$ cat src/rtl/rxq_pkg.sv
package rxq_pkg;

    localparam int DATA_W = 8;

    typedef struct packed {
        logic brk;
        logic frm;
        logic par;
    } rx_flags_t;

    typedef struct packed {
        logic [DATA_W-1:0] data;
        rx_flags_t         flags;
    } rx_char_t;

    localparam rx_flags_t FLAGS_CLEAR = '{brk: 1'b0, frm: 1'b0, par: 1'b0};

endpackage

$ cat src/rtl/rxq_ptrs.sv
module rxq_ptrs #(
    parameter int DEPTH = 3,
    localparam int PTR_W = (DEPTH > 1) ? $clog2(DEPTH) : 1,
    localparam int CNT_W = $clog2(DEPTH + 1)
) (
    input  logic             clk,
    input  logic             rst,
    input  logic             realign,
    input  logic             push,
    input  logic             pop,
    output logic [PTR_W-1:0] wptr,
    output logic [PTR_W-1:0] rptr,
    output logic [CNT_W-1:0] count
);

    function automatic logic [PTR_W-1:0] ptr_inc(input logic [PTR_W-1:0] p);
        return (p == PTR_W'(DEPTH - 1)) ? '0 : p + 1'b1;
    endfunction

    logic empty;
    assign empty = (count == '0);

    always_ff @(posedge clk) begin
        if (rst || realign) begin
            wptr  <= '0;
            rptr  <= '0;
            count <= '0;
        end else begin
            if (push) wptr <= ptr_inc(wptr);
            // a read always moves the read pointer, even when nothing is valid
            if (pop)  rptr <= ptr_inc(rptr);
            unique case ({push, pop})
                2'b10:   count <= count + 1'b1;
                2'b01:   count <= empty ? count : count - 1'b1;
                2'b11:   count <= empty ? count + 1'b1 : count;
                default: count <= count;
            endcase
        end
    end

endmodule

$ cat src/rtl/rxq_store.sv
module rxq_store
    import rxq_pkg::*;
#(
    parameter int DEPTH = 3,
    localparam int PTR_W = (DEPTH > 1) ? $clog2(DEPTH) : 1
) (
    input  logic             clk,
    input  logic             wr_en,
    input  logic [PTR_W-1:0] wr_addr,
    input  rx_char_t         wr_char,
    input  logic             clr_flags,
    input  logic [PTR_W-1:0] clr_addr,
    input  logic [PTR_W-1:0] rd_addr,
    output rx_char_t         rd_char
);

    logic [DATA_W-1:0] data_q  [DEPTH];
    rx_flags_t         flags_q [DEPTH];

    // storage is never cleared; only the flags of one slot can be wiped
    for (genvar i = 0; i < DEPTH; i++) begin : g_slot
        always_ff @(posedge clk) begin
            if (wr_en && wr_addr == PTR_W'(i)) begin
                data_q[i]  <= wr_char.data;
                flags_q[i] <= wr_char.flags;
            end else if (clr_flags && clr_addr == PTR_W'(i)) begin
                flags_q[i] <= FLAGS_CLEAR;
            end
        end
    end

    always_comb begin
        rd_char.data  = data_q[rd_addr];
        rd_char.flags = flags_q[rd_addr];
    end

endmodule

$ cat src/rtl/rxq_flow.sv
module rxq_flow (
    input  logic clk,
    input  logic rst,
    input  logic auto_en,
    input  logic start_seen,
    input  logic full,
    output logic rts_n
);

    always_ff @(posedge clk) begin
        if (rst || !auto_en) begin
            rts_n <= 1'b0;
        end else if (start_seen && full) begin
            rts_n <= 1'b1;
        end else if (!full) begin
            rts_n <= 1'b0;
        end
    end

endmodule

$ cat src/rtl/rx_hold_queue.sv
module rx_hold_queue
    import rxq_pkg::*;
#(
    parameter int DEPTH = 3
) (
    input  logic              clk,
    input  logic              rst,
    input  logic              start_det,
    input  logic              char_done,
    input  logic [DATA_W-1:0] char_data,
    input  logic              char_par,
    input  logic              char_frm,
    input  logic              char_brk,
    input  logic              rx_enable_cmd,
    input  logic              rx_disable_cmd,
    input  logic              rx_reset_cmd,
    input  logic              err_reset_cmd,
    input  logic              auto_rts_en,
    input  logic              data_rd,
    output logic [DATA_W-1:0] rd_data,
    output logic              head_par,
    output logic              head_frm,
    output logic              head_brk,
    output logic              overrun,
    output logic              rx_ready,
    output logic              fifo_full,
    output logic              rts_n,
    output logic              rx_on
);

    localparam int PTR_W = (DEPTH > 1) ? $clog2(DEPTH) : 1;
    localparam int CNT_W = $clog2(DEPTH + 1);

    logic [PTR_W-1:0] wptr, rptr;
    logic [CNT_W-1:0] count;
    logic             enabled, armed, parked;
    rx_char_t         hold_q, incoming, wr_char, head;
    logic             full, take, direct, drain, push, pop;

    assign full = (count == CNT_W'(DEPTH));

    always_comb begin
        incoming.data      = char_data;
        incoming.flags.par = char_par;
        incoming.flags.frm = char_frm;
        incoming.flags.brk = char_brk;
    end

    // a completed character counts only if its start bit was seen while on
    assign take   = char_done && armed && enabled && !rx_disable_cmd && !rx_reset_cmd;
    assign direct = take && !parked && !full;
    assign drain  = parked && !full && !rx_reset_cmd;
    assign push   = drain || direct;
    assign wr_char = drain ? hold_q : incoming;
    assign pop    = data_rd && !rx_reset_cmd;

    always_ff @(posedge clk) begin
        if (rst) begin
            enabled <= 1'b0;
            armed   <= 1'b0;
            parked  <= 1'b0;
            overrun <= 1'b0;
            hold_q  <= '0;
        end else begin
            if (rx_disable_cmd)     enabled <= 1'b0;
            else if (rx_enable_cmd) enabled <= 1'b1;

            if (rx_reset_cmd || rx_disable_cmd || !enabled) armed <= 1'b0;
            else if (start_det)                             armed <= 1'b1;
            else if (take)                                  armed <= 1'b0;

            if (rx_reset_cmd) begin
                parked <= 1'b0;
            end else if (take && !direct) begin
                // waits in the shift register; an older parked one is lost
                parked <= 1'b1;
                hold_q <= incoming;
            end else if (drain) begin
                parked <= 1'b0;
            end

            if (err_reset_cmd)
                overrun <= 1'b0;
            else if (start_det && enabled && parked && full)
                overrun <= 1'b1;
        end
    end

    rxq_ptrs #(.DEPTH(DEPTH)) u_ptrs (
        .clk     (clk),
        .rst     (rst),
        .realign (rx_reset_cmd),
        .push    (push),
        .pop     (pop),
        .wptr    (wptr),
        .rptr    (rptr),
        .count   (count)
    );

    rxq_store #(.DEPTH(DEPTH)) u_store (
        .clk       (clk),
        .wr_en     (push),
        .wr_addr   (wptr),
        .wr_char   (wr_char),
        .clr_flags (rx_reset_cmd),
        .clr_addr  ('0),
        .rd_addr   (rptr),
        .rd_char   (head)
    );

    rxq_flow u_flow (
        .clk        (clk),
        .rst        (rst),
        .auto_en    (auto_rts_en),
        .start_seen (start_det && enabled),
        .full       (full),
        .rts_n      (rts_n)
    );

    assign rd_data   = head.data;
    assign head_par  = head.flags.par;
    assign head_frm  = head.flags.frm;
    assign head_brk  = head.flags.brk;
    assign rx_ready  = (count != '0);
    assign fifo_full = full;
    assign rx_on     = enabled;

endmodule

$ cat config.mk
export PLATFORM = sky130hd
export DESIGN_NAME = rx_hold_queue
export DESIGN_NICKNAME = d
export VERILOG_FILES = /design/src/rtl/rxq_pkg.sv /design/src/rtl/rxq_ptrs.sv /design/src/rtl/rxq_store.sv /design/src/rtl/rxq_flow.sv /design/src/rtl/rx_hold_queue.sv
export SDC_FILE = /design/constraint.sdc
export NUM_CORES = 1
export LEC_CHECK = 0
export BUFFER_PORTS_ARGS = -buffer_cell sky130_fd_sc_hd__buf_2
export CORE_MARGIN = 3
export CORE_UTILIZATION = 30
export DETAILED_ROUTE_END_ITERATION = 8
export SLEW_MARGIN = 10
export SYNTH_ARGS = -nofsm -noshare
export SYNTH_HDL_FRONTEND = slang
export SYNTH_SLANG_ARGS = --single-unit
$ cat constraint.sdc
create_clock -name clk -period 2.8 [get_ports clk]
set_input_delay 0.56 -clock clk [delete_from_list [all_inputs] [get_ports clk]]
set_output_delay 0.56 -clock clk [all_outputs]
set_load 0.01 [all_outputs]
==> impl_metrics.yaml, run 1 <==
flow_run:
  maxCapViolCount: 0
finish:
  drive_gt1_share_pct: 31.8
  antenna_cells: 0
  final_cell_mix: "36 x buf_2, 33 x edfxtp_1, 24 x mux2i_1, 24 x dfxtp_1"
  post_layout_nonfiller_instances: 332
  synthToLayoutAreaGrowth_pct: 21.0
  nFillCells: 746
  final_common_cell: "buf_2"
  nNetsFinal: 249
timing:
  fin_crit_ps: 2190
  finalHoldViolations: 0
  slew_violations: 0
  worst_pin_slew_ps: 653
  fin_hold_ws_ps: 410
  slew_headroom_pct: 56.4
  finalSetupTns_ps: 0
  max_clock_freq_ghz: 0.456
  rsz0062_at_grt: "no"
  period_share_pct: 78.3
  finClkSkew_ps: 3.09
  setup_viol: 0
power_and_ir_drop:
  power.share.clock_pct: 45.1
  vdd_drop_max_v: 0.000236
  p_per_area_nw_per_um2: 621
  p_leak_nw: 1.05
  seq_power_share_pct: 50.6
  p_sw_share_pct: 19.9
  p_comb_share_pct: 4.3
  p_int_mw: 1.42
  p_sw_mw: 0.353
setup_path:
  path_cells: "mux2i_1, o21ai_0, buf_2"
  crit_path_end_kind: "primary output"
  crit_fanout: 11
  arrival_ps: 1630
  slowest_delay_ps: 730
  cp_slowest_cell: "dfxtp_1"
  critical_path_required_ps: 2240
  crit_buf_inv: 1
  cp-start-kind: "flop"
  cp_top_family: "flip-flops"
  critical_path_class: "flop to primary output"
synthesis:
  ys_ff_latch: 57
  avgSynthCellArea_um2: 12.6
  yosysWarnings: 0
  yosys.area.top_type: "edfxtp_1"
  synth_area_leaders: "edfxtp_1 42%, dfxtp_1 20%, mux2i_1 10%, mux2_2 5.7%, o21ai_0 2.8%"
  synth.distinct_cells: 34
  yosys.area.top_type_share_pct: 41.9
  synth_cells: 187
  synth_nets: 208
  synth_area_um2: 2360
  ys_seq_area_share_pct: 62.3
clock_network:
  htree_levels: 3
  ctsHoldBuffers: 0
  cts_resized: 0
  cts_buffer_depth: 2
  worstSkewPairLatency_ps: 320
  cts_sinks: 57
  post-cts-setup-buffers: 0
  cts_tree: "done"
  clkTransAtPathRegs_ps: 60
  cts_root_buffer: "clkbuf_8"
  cts_buffers: 9
place:
  routabilityCongestion: 0.836
  port_buffers: 36
  dp_hpwl_mm: 3.08
  placed_cells: 316
global_routing:
  grt_max_degree: 23
  grt_use_total_pct: 10.5
  gr-total-overflow: 0
  grt_pass1_vias: 1481
  grt_pass1_wl_mm: 7.04
  antenna_found_initial: 0
detailed_routing:
  drc: 0
  vias_per_cell: 4.44
  num_vias: 1474
  routed_wl_mm: 4.29
  detailedRoute.firstIterationViolations: 89
  wl_per_cell_um: 12.9
  ant_nets: 0
  firstDrtPassIters: 4
worst_hold_path:
  min_path_type: "input port to flop"
die:
  num_rows: 31
  die-area_um2: 8980
  core_area_um2: 7450
  initial_core_util_pct: 31.7
  die_h_um: 94.8
  io_pins: 37
  die_x_um: 94.8
status:
  status: "finished, final reports clean"
## area by class of cell
cell class | instances | area, µm² | share of cell area (%)
Tap cell | 99 | 124 | 4.33
Inverter | 5 | 18.8 | 0.656
Clock inverter | 6 | 82.6 | 2.89
Timing Repair Buffer | 39 | 203 | 7.09
Sequential cell | 57 | 1470 | 51.4
Multi-Input combinational cell | 116 | 833 | 29.1
Clock buffer | 10 | 128 | 4.46
## kinds of logic (layout without fill, tap and decap cells)
| logic type | after synthesis | after routing | share of synthesized area (%) |
|---|---|---|---|
| simple gates | 54 | 54 | 12.7 |
| compound gates | 26 | 26 | 6.72 |
| flops | 57 | 57 | 62.3 |
| buf+inv | 14 | 60 | 2.49 |
| mux | 36 | 36 | 15.9 |
## stage by stage
step	total power, mW	utilization, %	worst slack, ps	area [µm²]
global placement	0.994	35.6	609	2650
CTS	1.80	38.4	508	2860
floorplan	0.957	-	351	2360
global route	1.84	38.4	432	2860
detailed placement	0.994	35.6	571	2650
finish	1.78	38.4	607	2860
## worst paths after layout
check | from | slack, ps | end | cells past startpoint
worst max register to register | rx_on$_SDFFE_PP0P_ | 830 | u_store.data_q[0][4]$_DFFE_PP_ | 4
worst min register to register | hold_q[2]$_SDFFE_PP0P_ | 490 | hold_q[2]$_SDFFE_PP0P_ | 2
worst min-delay path | err_reset_cmd | 410 | overrun$_SDFFE_PP0P_ | 2
worst max-delay path | flop | 610 | head_brk | 3
## sequential cells by signal, summed over array words and instances (netlist names), 2 cells and up, named ones only
register         flops
u_ptrs.rptr          2
u_store.data_q      24
hold_q              11
u_ptrs.count         2
u_ptrs.wptr          2
u_store.flags_q      9
## Yosys cell counts, drive strengths merged
cell type and count:
edfxtp 33, dfxtp 24, mux2i 24, nand2 16, nor2 15, o21ai 13
mux2 12, a21oi 6, clkbuf 5, inv 5, buf 4, nand2b 4
nor2b 4, nor3 3, a31oi 2, nor3b 2, nor4b 2, or2 2
a211o 1, a211oi 1, a41oi 1, and2 1, and4b 1, nand3b 1
nand4b 1, nor4bb 1, o211ai 1, o21ba 1, or3 1
## power by group through the flow
stage	clock (mW)	sequential [mW]	combinational (mW)
floorplan	0	0.912	0.0452
global placement	0	0.917	0.0771
detailed placement	0	0.917	0.0769
CTS	0.819	0.899	0.0774
global route	0.859	0.900	0.0851
finish	0.802	0.899	0.0759
## metal layers
layer / vias to the layer above / share of wire (%) / track usage [%]
met5: - / 0 / 0
met4: 0 / 2.5 / 6.97
met3: 10 / 3.6 / 3.19
met2: 29 / 47 / 16.4
met1: 678 / 47 / 12.4
li1: 757 / - / -
No activity file was read; power rests on OpenSTA's default activity.
==> inputs of run 2 (changes only) <==
clock period = 2 ns   (was 2.8 ns; I/O delays follow)
==> impl_metrics.yaml, run 2 (same netlist as run 1, synthesis figures left out) <==
status:
  status: "finished, final reports clean"
setup_path:
  path_cells: "nand4b_4, a211o_1, or3_4, inv_1"
  cp_top_family: "simple AND/OR/NAND/NOR gates"
  crit_fanout: 8
  crit_buf_inv: 1
  critical_path_class: "flop to flop"
  slowest_delay_ps: 400
  critical_path_required_ps: 1990
  arrival_ps: 1780
  cp-start-kind: "flop"
  cp_slowest_cell: "dfxtp_1"
  crit_path_end_kind: "flop"
place:
  dp_hpwl_mm: 3.12
  place_ws_ps: 44.4
  routabilityCongestion: 0.800
  placed_cells: 323
  port_buffers: 36
finish:
  post_layout_nonfiller_instances: 339
  synthToLayoutAreaGrowth_pct: 23.6
  drive_gt1_share_pct: 35.0
  top_regs: "u_store.data_q (24), hold_q (11), u_store.flags_q (9)"
  largest_register: "u_store.data_q"
  final_cell_mix: "36 x buf_2, 33 x edfxtp_1, 24 x mux2i_1, 24 x dfxtp_1"
  nNetsFinal: 256
  final_common_cell: "buf_2"
  largest_reg_flops: 24
  antenna_cells: 0
clock_network:
  cts_resized: 0
  cts_buffer_depth: 2
  cts_tree: "done"
  cts_buffers: 9
  clkTransAtPathRegs_ps: 70
  ctsHoldBuffers: 0
  post-cts-setup-buffers: 0
  cts_sinks: 57
  htree_levels: 3
  worstSkewPairLatency_ps: 330
  cts_root_buffer: "clkbuf_8"
die:
  die_h_um: 94.8
  die_x_um: 94.8
  core_area_um2: 7450
  num_rows: 31
  initial_core_util_pct: 31.7
  io_pins: 37
  die-area_um2: 8980
timing:
  finalHoldViolations: 0
  rsz0062_at_grt: "no"
  fin_crit_ps: 1790
  slew_headroom_pct: 78.1
  fin_hold_ws_ps: 241
  finalSetupTns_ps: 0
  fin_ws_ps: 213
  finClkSkew_ps: 7.34
  setup_viol: 0
  max_clock_freq_ghz: 0.560
  slew_violations: 0
  worst_pin_slew_ps: 329
  period_share_pct: 89.4
power_and_ir_drop:
  p_leak_nw: 1.07
  p_per_area_nw_per_um2: 822
  p_total_mw: 2.40
  vdd_drop_max_v: 0.000293
global_routing:
  grt_use_total_pct: 10.7
  grt_pass1_wl_mm: 7.16
  grt_max_degree: 23
  antenna_found_initial: 0
  gr-total-overflow: 0
  grt_pass1_vias: 1487
detailed_routing:
  ant_nets: 0
  wl_per_cell_um: 12.9
  drc: 0
  firstDrtPassIters: 4
  num_vias: 1492
  vias_per_cell: 4.40
  routed_wl_mm: 4.36
  detailedRoute.firstIterationViolations: 92
flow_run:
  maxCapViolCount: 0
worst_hold_path:
  min_path_type: "input port to flop"
[run 2: cell count changes in the layout (fill, tap and decap cells not counted), sizes merged]
| cell | delta |
|---|---|
| buf | +7 |
| clkbuf | -1 |
| bufinv | -1 |
| clkinvlp | +2 |
[run 2: cell type report]
cell class	count	area [µm²]
fill	747	4530
clock inverter	7	71.3
sequential	57	1470
multi-input combinational	116	843
clock buffer	9	124
timing repair buffer	46	268
tap	99	124
inverter	5	18.8
[run 2: per-layer routing]
metal / wire [µm] / global-route usage [%]
met2: 2000 / 16.0
met1: 2150 / 13.6
met3: 114 / 3.19
met4: 91 / 6.25
met5: 0 / 0
[run 2: final timing paths]
path,depth (start not counted),slack [ps],startpoint,end
worst max-delay path,4,210,armed$_SDFFE_PP0P_,u_store.data_q[0][4]$_DFFE_PP_
worst min-delay path,2,240,err_reset_cmd,overrun$_SDFFE_PP0P_
worst max register to register,4,210,armed$_SDFFE_PP0P_,u_store.data_q[0][4]$_DFFE_PP_
worst min register to register,2,490,hold_q[1]$_SDFFE_PP0P_,hold_q[1]$_SDFFE_PP0P_
[run 2: metrics by stage]
stage,cell area (µm²),utilization [%]
final,2920,39.2
after CTS,2920,39.2
after floorplan,2370,-
after global routing,2920,39.2
after detailed placement,2730,36.6
after global placement,2730,36.6
[run 2: power by group]
group / switching (mW) / internal, mW / leakage (nW) / total [mW]
sequential: 0.00376 / 1.25 / 0.494 / 1.25
combinational: 0.0642 / 0.0538 / 0.486 / 0.118
clock: 0.461 / 0.572 / 0.0929 / 1.03
total: 0.529 / 1.87 / 1.07 / 2.40
==> inputs of run 3 (changes only) <==
CTS_BUF_LIST = sky130_fd_sc_hd__clkbuf_8   (was unset)
clock period = 1.6 ns   (was 2 ns; I/O delays follow)
==> impl_metrics.yaml, run 3 (same netlist as run 1, synthesis figures left out) <==
finish:
  top_regs: "u_store.data_q (24), hold_q (11), u_store.flags_q (9)"
  largest_reg_flops: 24
  antenna_cells: 0
  nNetsFinal: 273
  fin_area_um2: 3180
  largest_register: "u_store.data_q"
  final_util_pct: 42.7
  nFillCells: 726
  drive_gt1_share_pct: 42.8
  final_cell_mix: "36 x buf_2, 33 x edfxtp_1, 22 x mux2i_1"
  final_common_cell: "buf_2"
  post_layout_nonfiller_instances: 356
  synthToLayoutAreaGrowth_pct: 34.7
timing:
  max_clock_freq_ghz: 0.608
  fin_hold_ws_ps: 160
  slew_headroom_pct: 76.6
  setup_viol: 23
  finClkSkew_ps: 8.74
  fin_ws_ps: -45.6
  finalSetupTns_ps: -674
  fin_crit_ps: 1650
  rsz0062_at_grt: "yes"
  slew_violations: 0
  period_share_pct: 103
  worst_pin_slew_ps: 349
  finalHoldViolations: 0
clock_network:
  cts_buffers: 9
  worstSkewPairLatency_ps: 320
  cts_sinks: 57
  clkTransAtPathRegs_ps: 60
  htree_levels: 3
  cts_tree: "done"
  cts_root_buffer: "clkbuf_8"
  cts_buffer_depth: 2
detailed_routing:
  highest-signal-layer: "met4"
  detailedRoute.firstIterationViolations: 129
  ant_nets: 0
  wl_met2_mm: 2.26
  num_vias: 1575
  drc: 0
  firstDrtPassIters: 4
  vias_per_cell: 4.42
  wl_per_cell_um: 13.4
  wl_met1_mm: 2.31
  route.met3.wl_um: 159
  routed_wl_mm: 4.76
die:
  io_pins: 37
  die_x_um: 94.8
  num_rows: 31
  die-area_um2: 8980
  core_area_um2: 7450
  die_h_um: 94.8
  initial_core_util_pct: 31.7
place:
  placed_cells: 336
  dp_hpwl_mm: 3.36
  placed_cell_area_um2: 2900
  port_buffers: 36
  place_ws_ps: -176
  routabilityCongestion: 0.791
global_routing:
  grt_use_total_pct: 11.2
  antenna_found_initial: 0
  grt_pass1_vias: 1521
  grt_pass1_wl_mm: 7.55
  grt_max_degree: 23
  gr-total-overflow: 0
flow_run:
  maxCapViolCount: 0
setup_path:
  cp-start-kind: "flop"
  arrival_ps: 1670
  crit_path_end_kind: "flop"
  r2r_cells: 4
  critical_path_class: "flop to flop"
  critical_path_required_ps: 1620
  crit_fanout: 8
power_and_ir_drop:
  p_per_area_nw_per_um2: 891
  p_total_mw: 2.84
  vdd_drop_max_v: 0.000351
  p_leak_nw: 1.21
worst_hold_path:
  min_path_cells: 2
  min_path_type: "input port to flop"
status:
  status: "finished with violations"
  failed_checks: "setup timing"
## run 3: cell count changes in the layout (fill, tap and decap cells not counted), moves of 3 or more
cell / previous run / this run
buf_12: 1 / 6
dfxtp_2: 0 / 3
dfxtp_1: 24 / 19
o21ai_0: 13 / 2
buf_4: 9 / 19
o21ai_1: 0 / 11
## run 3: power by group
| group | switching, mW | internal (mW) |
|---|---|---|
| clock network | 0.519 | 0.581 |
| registers | 0.00719 | 1.56 |
| logic | 0.0857 | 0.0852 |
## run 3: cell type report
| type | count | area [µm²] | area share (%) |
|---|---|---|---|
| Tap cell | 99 | 124 | 3.89 |
| Sequential cell | 57 | 1480 | 46.6 |
| Inverter | 5 | 22.5 | 0.708 |
| Clock buffer | 10 | 138 | 4.32 |
| Clock inverter | 6 | 28.8 | 0.904 |
| Multi-Input combinational cell | 116 | 895 | 28.1 |
| Timing Repair Buffer | 63 | 493 | 15.5 |
## run 3: routing by layer
metal	GRT usage, %	vias to the layer above
li1	-	807
met1	15.5	748
met2	15.7	18
met3	2.63	2
met4	6.85	0
met5	0	-
## run 3: timing repair
action / in CTS / in global routing
gates cloned: 0 / 2
endpoints found under the setup margin: 44 / 55
pin swaps: 0 / 2
setup buffers: 3 / 1
hold buffers: 0 / 0
resized for setup: 8 / 17
## run 3: final timing paths
check                         startpoint                        endpoint  slack [ps]
setup / recovery      rx_on$_SDFFE_PP0P_  u_store.data_q[0][3]$_DFFE_PP_         -50
hold / removal             err_reset_cmd            overrun$_SDFFE_PP0P_         160
setup reg to reg      rx_on$_SDFFE_PP0P_  u_store.data_q[0][3]$_DFFE_PP_         -50
hold reg to reg   hold_q[6]$_SDFFE_PP0P_          hold_q[6]$_SDFFE_PP0P_         490
## run 3: worst max-delay path, cell delays in order, from the launching register on
cell	delay, ps
dfxtp_4	360
nand4b_4	100
a211o_4	350
or3_4	380
clkinvlp_4	160
